## config.mk

```make
export PLATFORM = sky130hd
export DESIGN_NAME = reg_renamer
export DESIGN_NICKNAME = d
export VERILOG_FILES = /design/src/rtl/rn_pkg.sv /design/src/rtl/rn_free_list.sv /design/src/rtl/rn_map_table.sv /design/src/rtl/rn_ckpt_queue.sv /design/src/rtl/reg_renamer.sv
export SDC_FILE = /design/constraint.sdc
export NUM_CORES = 1
export LEC_CHECK = 0
export ABC_AREA = 1
export BUFFER_PORTS_ARGS = -buffer_cell sky130_fd_sc_hd__buf_2
export CAP_MARGIN = 20
export CORE_MARGIN = 2
export CORE_UTILIZATION = 55
export DETAILED_ROUTE_END_ITERATION = 6
export PLACE_DENSITY_LB_ADDON = 0.05
export SLEW_MARGIN = 15
export SYNTH_ARGS = -nofsm -noshare
export SYNTH_HDL_FRONTEND = slang
export SYNTH_SLANG_ARGS = --single-unit
```

## constraint.sdc

```tcl
create_clock -name clk -period 2.5 [get_ports clk]
set_input_delay 0 -clock clk [delete_from_list [all_inputs] [get_ports clk]]
set_output_delay 0 -clock clk [all_outputs]
set_load 0.05 [all_outputs]
```

## src/rtl/rn_pkg.sv

```systemverilog
package rn_pkg;
  typedef enum logic [1:0] {
    CK_HOLD    = 2'd0,
    CK_TAKE    = 2'd1,
    CK_RELEASE = 2'd2,
    CK_BOTH    = 2'd3
  } ck_op_e;
endpackage

```

## src/rtl/rn_free_list.sv

```systemverilog
module rn_free_list #(
  parameter int NUM_ARCH = 8,
  parameter int NUM_PHYS = 16,
  localparam int DEPTH = NUM_PHYS - NUM_ARCH,
  localparam int IW    = $clog2(DEPTH),
  localparam int PTRW  = IW + 1,
  localparam int PW    = $clog2(NUM_PHYS)
) (
  input  logic            clk,
  input  logic            rst_n,
  input  logic            pop_i,
  input  logic            push_i,
  input  logic [PW-1:0]   push_phys_i,
  input  logic            restore_i,
  input  logic [PTRW-1:0] restore_head_i,
  output logic [PW-1:0]   head_phys_o,
  output logic [PTRW-1:0] head_ptr_o,
  output logic            empty_o
);
  logic [PW-1:0]   mem_q [DEPTH];
  logic [PW-1:0]   mem_d [DEPTH];
  logic [PTRW-1:0] head_q, head_d, tail_q, tail_d;
  logic [PTRW-1:0] count;

  assign count       = tail_q - head_q;
  assign empty_o     = (count == '0);
  assign head_phys_o = mem_q[head_q[IW-1:0]];
  assign head_ptr_o  = head_q;

  always_comb begin
    mem_d  = mem_q;
    tail_d = tail_q;
    if (push_i) begin
      mem_d[tail_q[IW-1:0]] = push_phys_i;
      tail_d = tail_q + PTRW'(1);
    end
    if (restore_i)  head_d = restore_head_i;
    else if (pop_i) head_d = head_q + PTRW'(1);
    else            head_d = head_q;
  end

  always_ff @(posedge clk or negedge rst_n) begin
    if (!rst_n) begin
      head_q <= '0;
      tail_q <= {1'b1, {IW{1'b0}}};
      for (int i = 0; i < DEPTH; i++) mem_q[i] <= PW'(NUM_ARCH + i);
    end else begin
      head_q <= head_d;
      tail_q <= tail_d;
      mem_q  <= mem_d;
    end
  end

  assert_no_pop_empty_R4: assert property (@(posedge clk) disable iff (!rst_n)
    pop_i |-> !empty_o);
  assert_no_overflow_R5: assert property (@(posedge clk) disable iff (!rst_n)
    push_i |-> (count < PTRW'(DEPTH)));
endmodule

```

## src/rtl/rn_map_table.sv

```systemverilog
module rn_map_table #(
  parameter int NUM_ARCH = 8,
  parameter int NUM_PHYS = 16,
  localparam int AW = $clog2(NUM_ARCH),
  localparam int PW = $clog2(NUM_PHYS)
) (
  input  logic                         clk,
  input  logic                         rst_n,
  input  logic [AW-1:0]                rd_a_i,
  input  logic [AW-1:0]                rd_b_i,
  input  logic [AW-1:0]                rd_d_i,
  output logic [PW-1:0]                rd_a_o,
  output logic [PW-1:0]                rd_b_o,
  output logic [PW-1:0]                rd_d_o,
  input  logic                         wr_en_i,
  input  logic [AW-1:0]                wr_idx_i,
  input  logic [PW-1:0]                wr_phys_i,
  input  logic                         restore_i,
  input  logic [NUM_ARCH-1:0][PW-1:0]  restore_map_i,
  output logic [NUM_ARCH-1:0][PW-1:0]  map_cur_o,
  output logic [NUM_ARCH-1:0][PW-1:0]  map_next_o
);
  logic [NUM_ARCH-1:0][PW-1:0] map_q, map_d;

  assign rd_a_o     = map_q[rd_a_i];
  assign rd_b_o     = map_q[rd_b_i];
  assign rd_d_o     = map_q[rd_d_i];
  assign map_cur_o  = map_q;
  assign map_next_o = map_d;

  always_comb begin
    map_d = map_q;
    if (restore_i)    map_d = restore_map_i;
    else if (wr_en_i) map_d[wr_idx_i] = wr_phys_i;
  end

  always_ff @(posedge clk or negedge rst_n) begin
    if (!rst_n) begin
      for (int i = 0; i < NUM_ARCH; i++) map_q[i] <= PW'(i);
    end else begin
      map_q <= map_d;
    end
  end

  assert_one_port_R7: assert property (@(posedge clk) disable iff (!rst_n)
    !(restore_i && wr_en_i));
endmodule

```

## src/rtl/rn_ckpt_queue.sv

```systemverilog
module rn_ckpt_queue #(
  parameter int NUM_CKPT = 2,
  parameter int W        = 36,
  localparam int CW   = (NUM_CKPT > 1) ? $clog2(NUM_CKPT) : 1,
  localparam int CNTW = $clog2(NUM_CKPT + 1)
) (
  input  logic         clk,
  input  logic         rst_n,
  input  logic         take_i,
  input  logic [W-1:0] payload_i,
  input  logic         release_i,
  input  logic         flush_i,
  output logic [W-1:0] oldest_o,
  output logic         full_o
);
  import rn_pkg::*;

  logic [W-1:0]    mem_q [NUM_CKPT];
  logic [W-1:0]    mem_d [NUM_CKPT];
  logic [CW-1:0]   wr_q, wr_d, rd_q, rd_d;
  logic [CNTW-1:0] cnt_q, cnt_d;
  logic            empty;
  ck_op_e          op;

  function automatic logic [CW-1:0] wrap_inc(input logic [CW-1:0] p);
    return (p == CW'(NUM_CKPT - 1)) ? '0 : p + CW'(1);
  endfunction

  assign full_o   = (cnt_q == CNTW'(NUM_CKPT));
  assign empty    = (cnt_q == '0);
  assign oldest_o = mem_q[rd_q];
  assign op       = ck_op_e'({release_i, take_i});

  always_comb begin
    mem_d = mem_q;
    wr_d  = wr_q;
    rd_d  = rd_q;
    cnt_d = cnt_q;
    if (flush_i) begin
      wr_d  = '0;
      rd_d  = '0;
      cnt_d = '0;
    end else begin
      unique case (op)
        CK_TAKE: begin
          mem_d[wr_q] = payload_i;
          wr_d  = wrap_inc(wr_q);
          cnt_d = cnt_q + CNTW'(1);
        end
        CK_RELEASE: begin
          rd_d  = wrap_inc(rd_q);
          cnt_d = cnt_q - CNTW'(1);
        end
        CK_BOTH: begin
          mem_d[wr_q] = payload_i;
          wr_d = wrap_inc(wr_q);
          rd_d = wrap_inc(rd_q);
        end
        default: ;
      endcase
    end
  end

  always_ff @(posedge clk or negedge rst_n) begin
    if (!rst_n) begin
      wr_q  <= '0;
      rd_q  <= '0;
      cnt_q <= '0;
      for (int i = 0; i < NUM_CKPT; i++) mem_q[i] <= '0;
    end else begin
      wr_q  <= wr_d;
      rd_q  <= rd_d;
      cnt_q <= cnt_d;
      mem_q <= mem_d;
    end
  end

  assert_take_room_R6: assert property (@(posedge clk) disable iff (!rst_n)
    take_i |-> !full_o);
  assert_resolve_pending_R8: assert property (@(posedge clk) disable iff (!rst_n)
    (release_i || flush_i) |-> !empty);
  assert_flush_clears_R7: assert property (@(posedge clk) disable iff (!rst_n)
    flush_i |=> empty);
endmodule

```

## src/rtl/reg_renamer.sv

```systemverilog
module reg_renamer #(
  parameter int NUM_ARCH = 8,
  parameter int NUM_PHYS = 16,
  parameter int NUM_CKPT = 2,
  localparam int AW   = $clog2(NUM_ARCH),
  localparam int PW   = $clog2(NUM_PHYS),
  localparam int PTRW = $clog2(NUM_PHYS - NUM_ARCH) + 1,
  localparam int CKW  = NUM_ARCH * PW + PTRW
) (
  input  logic          clk,
  input  logic          rst_n,
  input  logic          iss_valid_i,
  input  logic          iss_dst_we_i,
  input  logic          iss_branch_i,
  input  logic [AW-1:0] iss_dst_i,
  input  logic [AW-1:0] iss_src_a_i,
  input  logic [AW-1:0] iss_src_b_i,
  output logic          iss_ready_o,
  output logic [PW-1:0] src_a_phys_o,
  output logic [PW-1:0] src_b_phys_o,
  output logic [PW-1:0] dst_phys_o,
  output logic [PW-1:0] prev_phys_o,
  input  logic          cmt_valid_i,
  input  logic [PW-1:0] cmt_prev_phys_i,
  input  logic          br_resolve_i,
  input  logic          br_mispredict_i
);
  logic                        fire, alloc, take, restore, release_ck;
  logic                        fl_empty, ck_full;
  logic [PW-1:0]               fl_head_phys;
  logic [PTRW-1:0]             fl_head_ptr, head_after;
  logic [NUM_ARCH-1:0][PW-1:0] map_cur, map_next, ck_map;
  logic [CKW-1:0]              ck_oldest, ck_payload;

  assign restore     = br_resolve_i && br_mispredict_i;
  assign release_ck  = br_resolve_i && !br_mispredict_i;
  assign iss_ready_o = !restore
                       && !(iss_dst_we_i && fl_empty)
                       && !(iss_branch_i && ck_full);
  assign fire        = iss_valid_i && iss_ready_o;
  assign alloc       = fire && iss_dst_we_i;
  assign take        = fire && iss_branch_i;
  assign dst_phys_o  = fl_head_phys;
  assign head_after  = fl_head_ptr + PTRW'(alloc);
  assign ck_payload  = {map_next, head_after};
  assign ck_map      = ck_oldest[CKW-1:PTRW];

  rn_free_list #(.NUM_ARCH(NUM_ARCH), .NUM_PHYS(NUM_PHYS)) u_free (
    .clk(clk), .rst_n(rst_n),
    .pop_i(alloc), .push_i(cmt_valid_i), .push_phys_i(cmt_prev_phys_i),
    .restore_i(restore), .restore_head_i(ck_oldest[PTRW-1:0]),
    .head_phys_o(fl_head_phys), .head_ptr_o(fl_head_ptr), .empty_o(fl_empty)
  );

  rn_map_table #(.NUM_ARCH(NUM_ARCH), .NUM_PHYS(NUM_PHYS)) u_map (
    .clk(clk), .rst_n(rst_n),
    .rd_a_i(iss_src_a_i), .rd_b_i(iss_src_b_i), .rd_d_i(iss_dst_i),
    .rd_a_o(src_a_phys_o), .rd_b_o(src_b_phys_o), .rd_d_o(prev_phys_o),
    .wr_en_i(alloc), .wr_idx_i(iss_dst_i), .wr_phys_i(fl_head_phys),
    .restore_i(restore), .restore_map_i(ck_map),
    .map_cur_o(map_cur), .map_next_o(map_next)
  );

  rn_ckpt_queue #(.NUM_CKPT(NUM_CKPT), .W(CKW)) u_ckpt (
    .clk(clk), .rst_n(rst_n),
    .take_i(take), .payload_i(ck_payload),
    .release_i(release_ck), .flush_i(restore),
    .oldest_o(ck_oldest), .full_o(ck_full)
  );

  assert_alloc_mapped_R3: assert property (@(posedge clk) disable iff (!rst_n)
    alloc |=> (map_cur[$past(iss_dst_i)] == $past(fl_head_phys)));
  assert_release_keeps_map_R8: assert property (@(posedge clk) disable iff (!rst_n)
    (release_ck && !alloc) |=> $stable(map_cur));
  assert_restore_map_R7: assert property (@(posedge clk) disable iff (!rst_n)
    restore |=> (map_cur == $past(ck_map)));
endmodule

```

======== Yosys cells after proc, flatten, opt, wreduce, memory -nomap -nowiden ========
Cells that the tools add are included.
cells by class
  $lt $le $gt $ge ......................... 10
  equality and inequality tests ........... 4
  bitwise logic cells ..................... 5
  $add $sub $neg .......................... 8
  reductions and logical operators ........ 24
  muxes and demuxes ....................... 33
operators by type and width
  operator                                                     count
  two-way mux 36 bit                                           4
  bitwise mux 72 bit                                           1
  bitwise mux 32 bit                                           2
  two-way mux 32 bit                                           2
  binary-select mux 4 bit (select 3 bit)                       4
  demux 36 bit (select 1 bit)                                  1
  two-way mux 4 bit                                            9
  demux 4 bit (select 3 bit)                                   2
  logical AND 1 bit                                            12
  less-than comparator 3 x 4 -> 1 bit (second input constant)  3
  adder 4 x 1 -> 4 bit (second input constant)                 2
  greater-or-equal comparator 4 bit (second input constant)    2
  NOT 3 -> 4 bit                                               2
  == test 2 bit (second input constant)                        3
  two-way mux 1 bit                                            6
  nonzero test 2 bit                                           3
  adder 4 x 1 -> 4 bit                                         1
  greater-or-equal comparator 2 bit (second input constant)    2
  logical NOT 1 bit                                            4
  logical NOT 4 bit                                            1
  less-than comparator 4 x 1 -> 1 bit (second input constant)  1
  NOT 1 -> 2 bit                                               2
  one-hot mux 2 bit (2 select lines)                           1
  OR reduction 2 bit                                           2
  11 further kinds                                             12
storage, ports and cells
  bits in registers ....................... 148
  word-level logic and storage cells ...... 107
  bits of input ports ..................... 21

======== Longest topological paths before layout ========
  depth in word-level cells ............... 12
  depth in mapped cells ................... 18
  gate-level depth less buffers ........... 17

======== By module ========
Synthesis repeated with hierarchy kept, for this count alone.
second synthesis, totals
  cells, all modules ...................... 1123
  area total of the unflattened synthesis .. 8629.5 µm²
modules (own cells, without submodules)
  module         area an instance (µm²)  instances  cells an instance  sequential area each (µm²)
  rn_ckpt_queue  3677.3                  1          336                1901.8
  rn_map_table   2710.1                  1          484                815.8
  rn_free_list   2133.3                  1          286                1027.2
  reg_renamer    108.9                   1          17                 0.0

======== Worst setup path before layout ========
OpenSTA, ideal clock, no wires.
  path type ............................... register -> register
  from .................................... reg u_free.head_q[2], in the netlist u_free.head_ptr_o[2]
  to ...................................... reg u_ckpt.mem_q[2] (netlist bit)
  path slack .............................. -0.106 ns
  cell stages (with the launch flop) ...... 18
  arrival ................................. 2.523 ns
  required time ........................... 2.417 ns
  period minus slack after synthesis ...... 2.606 ns
  cell sequence ........................... dfrtp_1 buf_2 clkinv_1 ha_1 or2_1 nand2_1 nand2_1 nand2_1 inv_1 nand2_1 nand4_2 clkbuf_8 inv_1 ha_1 ha_1 xor2_1 nand2_1 o21ai_0
between the ends
  cells in the longest elaborated chain, start to end .. 11
ends and longest elaborated chain
  what                                                                       RTL line             text
  from (decl)                                                                rn_free_list.sv:22   logic [PTRW-1:0] head_q, head_d, tail_q, tail_d;
  from (signal assigned)                                                     rn_free_list.sv:44   head_q <= '0;
  from (signal assigned)                                                     rn_free_list.sv:48   head_q <= head_d;
  parallel branches: the longest is 11 deep, another holds subtractor 4 bit  --
  to (signal assigned)                                                       rn_ckpt_queue.sv:74  mem_q <= mem_d;
  to (decl)                                                                  rn_ckpt_queue.sv:18  logic [W-1:0] mem_q [NUM_CKPT];
Parallel ways; which one is timed is not known.
A chain may end at the register's enable or synchronous reset.

======== Worst setup path in the final report ========
Ends and elaborated chain as after synthesis.

==> metrics.txt <==
register area share after synthesis=0.440; Worst R2R Start=u_free.head_ptr_o[2]; largest net degree at the start of global routing=75; Hold Fails Final Rpt=0; WHS=23.5 ps; drt pass-1 iters=7; # hold bufs at CTS=10; Worst Path Buf+Inv=3; critical path cell sequence=clkinv_2 -> ha_1 -> or2_1 -> nand2_1 -> nand2_1 -> nand2_1 -> inv_1 -> nand2_1 -> nand4_2 -> inv_1 -> ha_1 -> ha_1 -> xor2_1 -> nand2_1 -> o21ai_0; Final period util=0.935; P_leak=4.93 nW; routed wire length=22.5 mm; placed cells=1375; fin. max-slew vios=0; fraction of layout cells with a size suffix above 1=0.134; pwr dens=1190 nW/µm²; Worst R2R Path Depth=15; CP startpoint=u_free.head_ptr_o[2]; post-CTS setup buffer count=0; CTS max path bufs=2; worst endpoint data arrival time=2680 ps; Synth top area share=0.338; fin area=9470 µm²; Hold Path Class=in -> reg; number of antenna violations at the first check in global routing=0; synthesized instance count=1178; GRT Resource Usage Total=0.285; Root Driver=clkbuf_16; max incr delay on CP=370 ps; Reg clk slew, reported paths=60 ps; FF+latch count, synth=148; Rows=45; status=finished clean; Initial Utilization=0.562; routed vias/inst=5.53; Clock Skew=7.48 ps; dpl cell area=8820 µm²; Final GP Congestion=0.965; DRC viols=0; first-pass GRT wire length=36.8 mm; n_diodes=0; Worst Path Required=2850 ps; P&R area growth vs syn=11.2%; Starting DRT DRC Count=856; setup violators final=0; Mapped Nets=1206; most common cell after layout, fill and taps aside=nand2_1; final worst setup slack=162 ps; total CTS buffers=17; hold path cells=4; Clock Sinks=148; Yosys Warn Count=0; Post-Place Setup Slack=188 ps; Max Cap Violations=0; die span in x=128 µm; Crit path top cell by count=nand2_1; Slew HR=0.454; number of global-route vias before repair=7080; distinct cell type count after synthesis=40; CTS tree=yes; CP Capture Type=flop; antenna viol nets, final=0; Area contributors post-synth=dfrtp_1 34%, nand2_1 22%, dfstp_2 10%; setup tns final=0 ps; Worst-Margin Slew=819 ps; Synth area leader=dfrtp_1; Non-Filler Instances=1417; Top Family by Delay on Critical Path=simple AND/OR/NAND/NOR gates; Top Ports=38; Achievable Freq=428 MHz; Die Ht=128 µm; CP max-delay cell=dfrtp_1; WL/cell=15.9 µm; core area=15100 µm²; htree depth=4; Final #Nets=1244; RSZ-0062 raised after global routing=false; I/O Buffers=37; Worst Hold Launch=iss_valid_i; Syn Area/Cell=7.23 µm²; number of cells on the critical path=15; Worst-Skew Late Latency=420 ps; area of the mapped netlist=8520 µm²; DIE AREA=16500 µm²; Remaining Overflow, GRT=0; most frequent cells in the layout=494 x nand2_1, 117 x o21ai_0, 115 x dfrtp_1, 87 x nor2_1, 77 x nand3_1; via count=7842; crit-path max FO=4; CP Launch Type=flop; post-CTS resize count=0; Crit Path Class=reg -> reg; dpl hpwl=14.8 mm; minimum clock period=2340 ps; Max rail drop VDD=0.619 mV
[sequential cells by signal, summed over array words and instances, names as in the netlist]
name               count
u_ckpt.cnt_q           2
u_free.tail_q          4
u_ckpt.mem_q          72
u_ckpt.wr_q            1
u_free.head_ptr_o      4
u_ckpt.rd_q            1
u_map.map_cur_o       32
u_free.mem_q          32
[path summary, 6_finish.rpt]
check                                  endpoint  slack [ps]
max in group asynchronous   u_map.map_cur_o[12]        1630
min in group asynchronous       u_free.mem_q[9]         120
max reg2reg                     u_ckpt.mem_q[2]         160
max                             u_ckpt.mem_q[2]         160
min reg2reg                    u_ckpt.mem_q[39]         470
min                        u_free.head_ptr_o[0]          20
[worst register-to-register path, stage by stage, from the launching register on]
cell and delay (ps):
dfrtp_1 370, clkinv_2 70, ha_1 320, or2_1 240, nand2_1 70, nand2_1 40, nand2_1 110, inv_1 50
nand2_1 60, nand4_2 150, inv_1 100, ha_1 180, ha_1 170, xor2_1 180, nand2_1 70, o21ai_0 70
[logic make-up (layout without fill, tap and decap cells)]
family | after synthesis | after routing | synth area share
adders and majority gates | 7 | 7 | 0.0103
buffers and inverters | 136 | 187 | 0.0801
AOI/OAI and AO/OA | 188 | 188 | 0.122
xor gates and xnor gates | 8 | 8 | 0.00823
and+or+nand+nor | 691 | 691 | 0.340
DFF | 148 | 148 | 0.440
[cells in the mapped netlist]
library cell / count
a21oi_1: 37
a22o_1: 1
nand3_2: 4
buf_8: 1
and2_1: 4
a22oi_1: 1
o2111ai_1: 4
nand4_2: 1
nand3_1: 77
a221oi_1: 8
buf_12: 2
inv_2: 12
nor2_1: 87
buf_2: 19
nor3_4: 7
clkinv_1: 4
xnor2_1: 1
nand2_1: 495
nand2_2: 9
clkdlybuf4s15_1: 1
dfstp_2: 33
nand2_4: 2
inv_1: 68
nor2_2: 1
o211ai_1: 9
ha_1: 7
o21ai_0: 117
inv_4: 3
clkbuf_1: 15
dfrtp_1: 115
o21bai_4: 1
a31oi_1: 9
buf_4: 2
xor2_1: 7
or2_1: 1
nor3_2: 2
nor2_8: 1
o22ai_1: 1
clkbuf_8: 6
buf_6: 3
[through the flow]
stage / power, mW / utilization
2_1_floorplan: 7.53 / -
3_3_place_gp: 8.75 / 0.582
3_5_place_dp: 8.84 / 0.582
4_1_cts: 11.3 / 0.625
5_1_grt: 12.1 / 0.625
6_report: 11.3 / 0.625
[metal layers]
metal / vias up / track usage / wire length [µm]
met5: - / 0 / 0
met4: 0 / 0.0730 / 272
met3: 28 / 0.0486 / 1670
met2: 300 / 0.422 / 9740
met1: 3669 / 0.435 / 10800
li1: 3845 / - / -
[cell type report]
| type | count | area, µm² |
|---|---|---|
| clock buffer | 25 | 505 |
| inverter | 87 | 335 |
| clock inverter | 7 | 46.3 |
| timing repair buffer | 68 | 512 |
| multi-input combinational | 894 | 4090 |
| sequential | 148 | 3740 |
| fill | 1379 | 5670 |
| tap | 188 | 235 |
[power by group]
group	internal (mW)	switching (mW)
sequential	3.59	0.771
clock	1.40	1.00
combinational	1.46	3.07
Power figures use the tool's default switching activity.
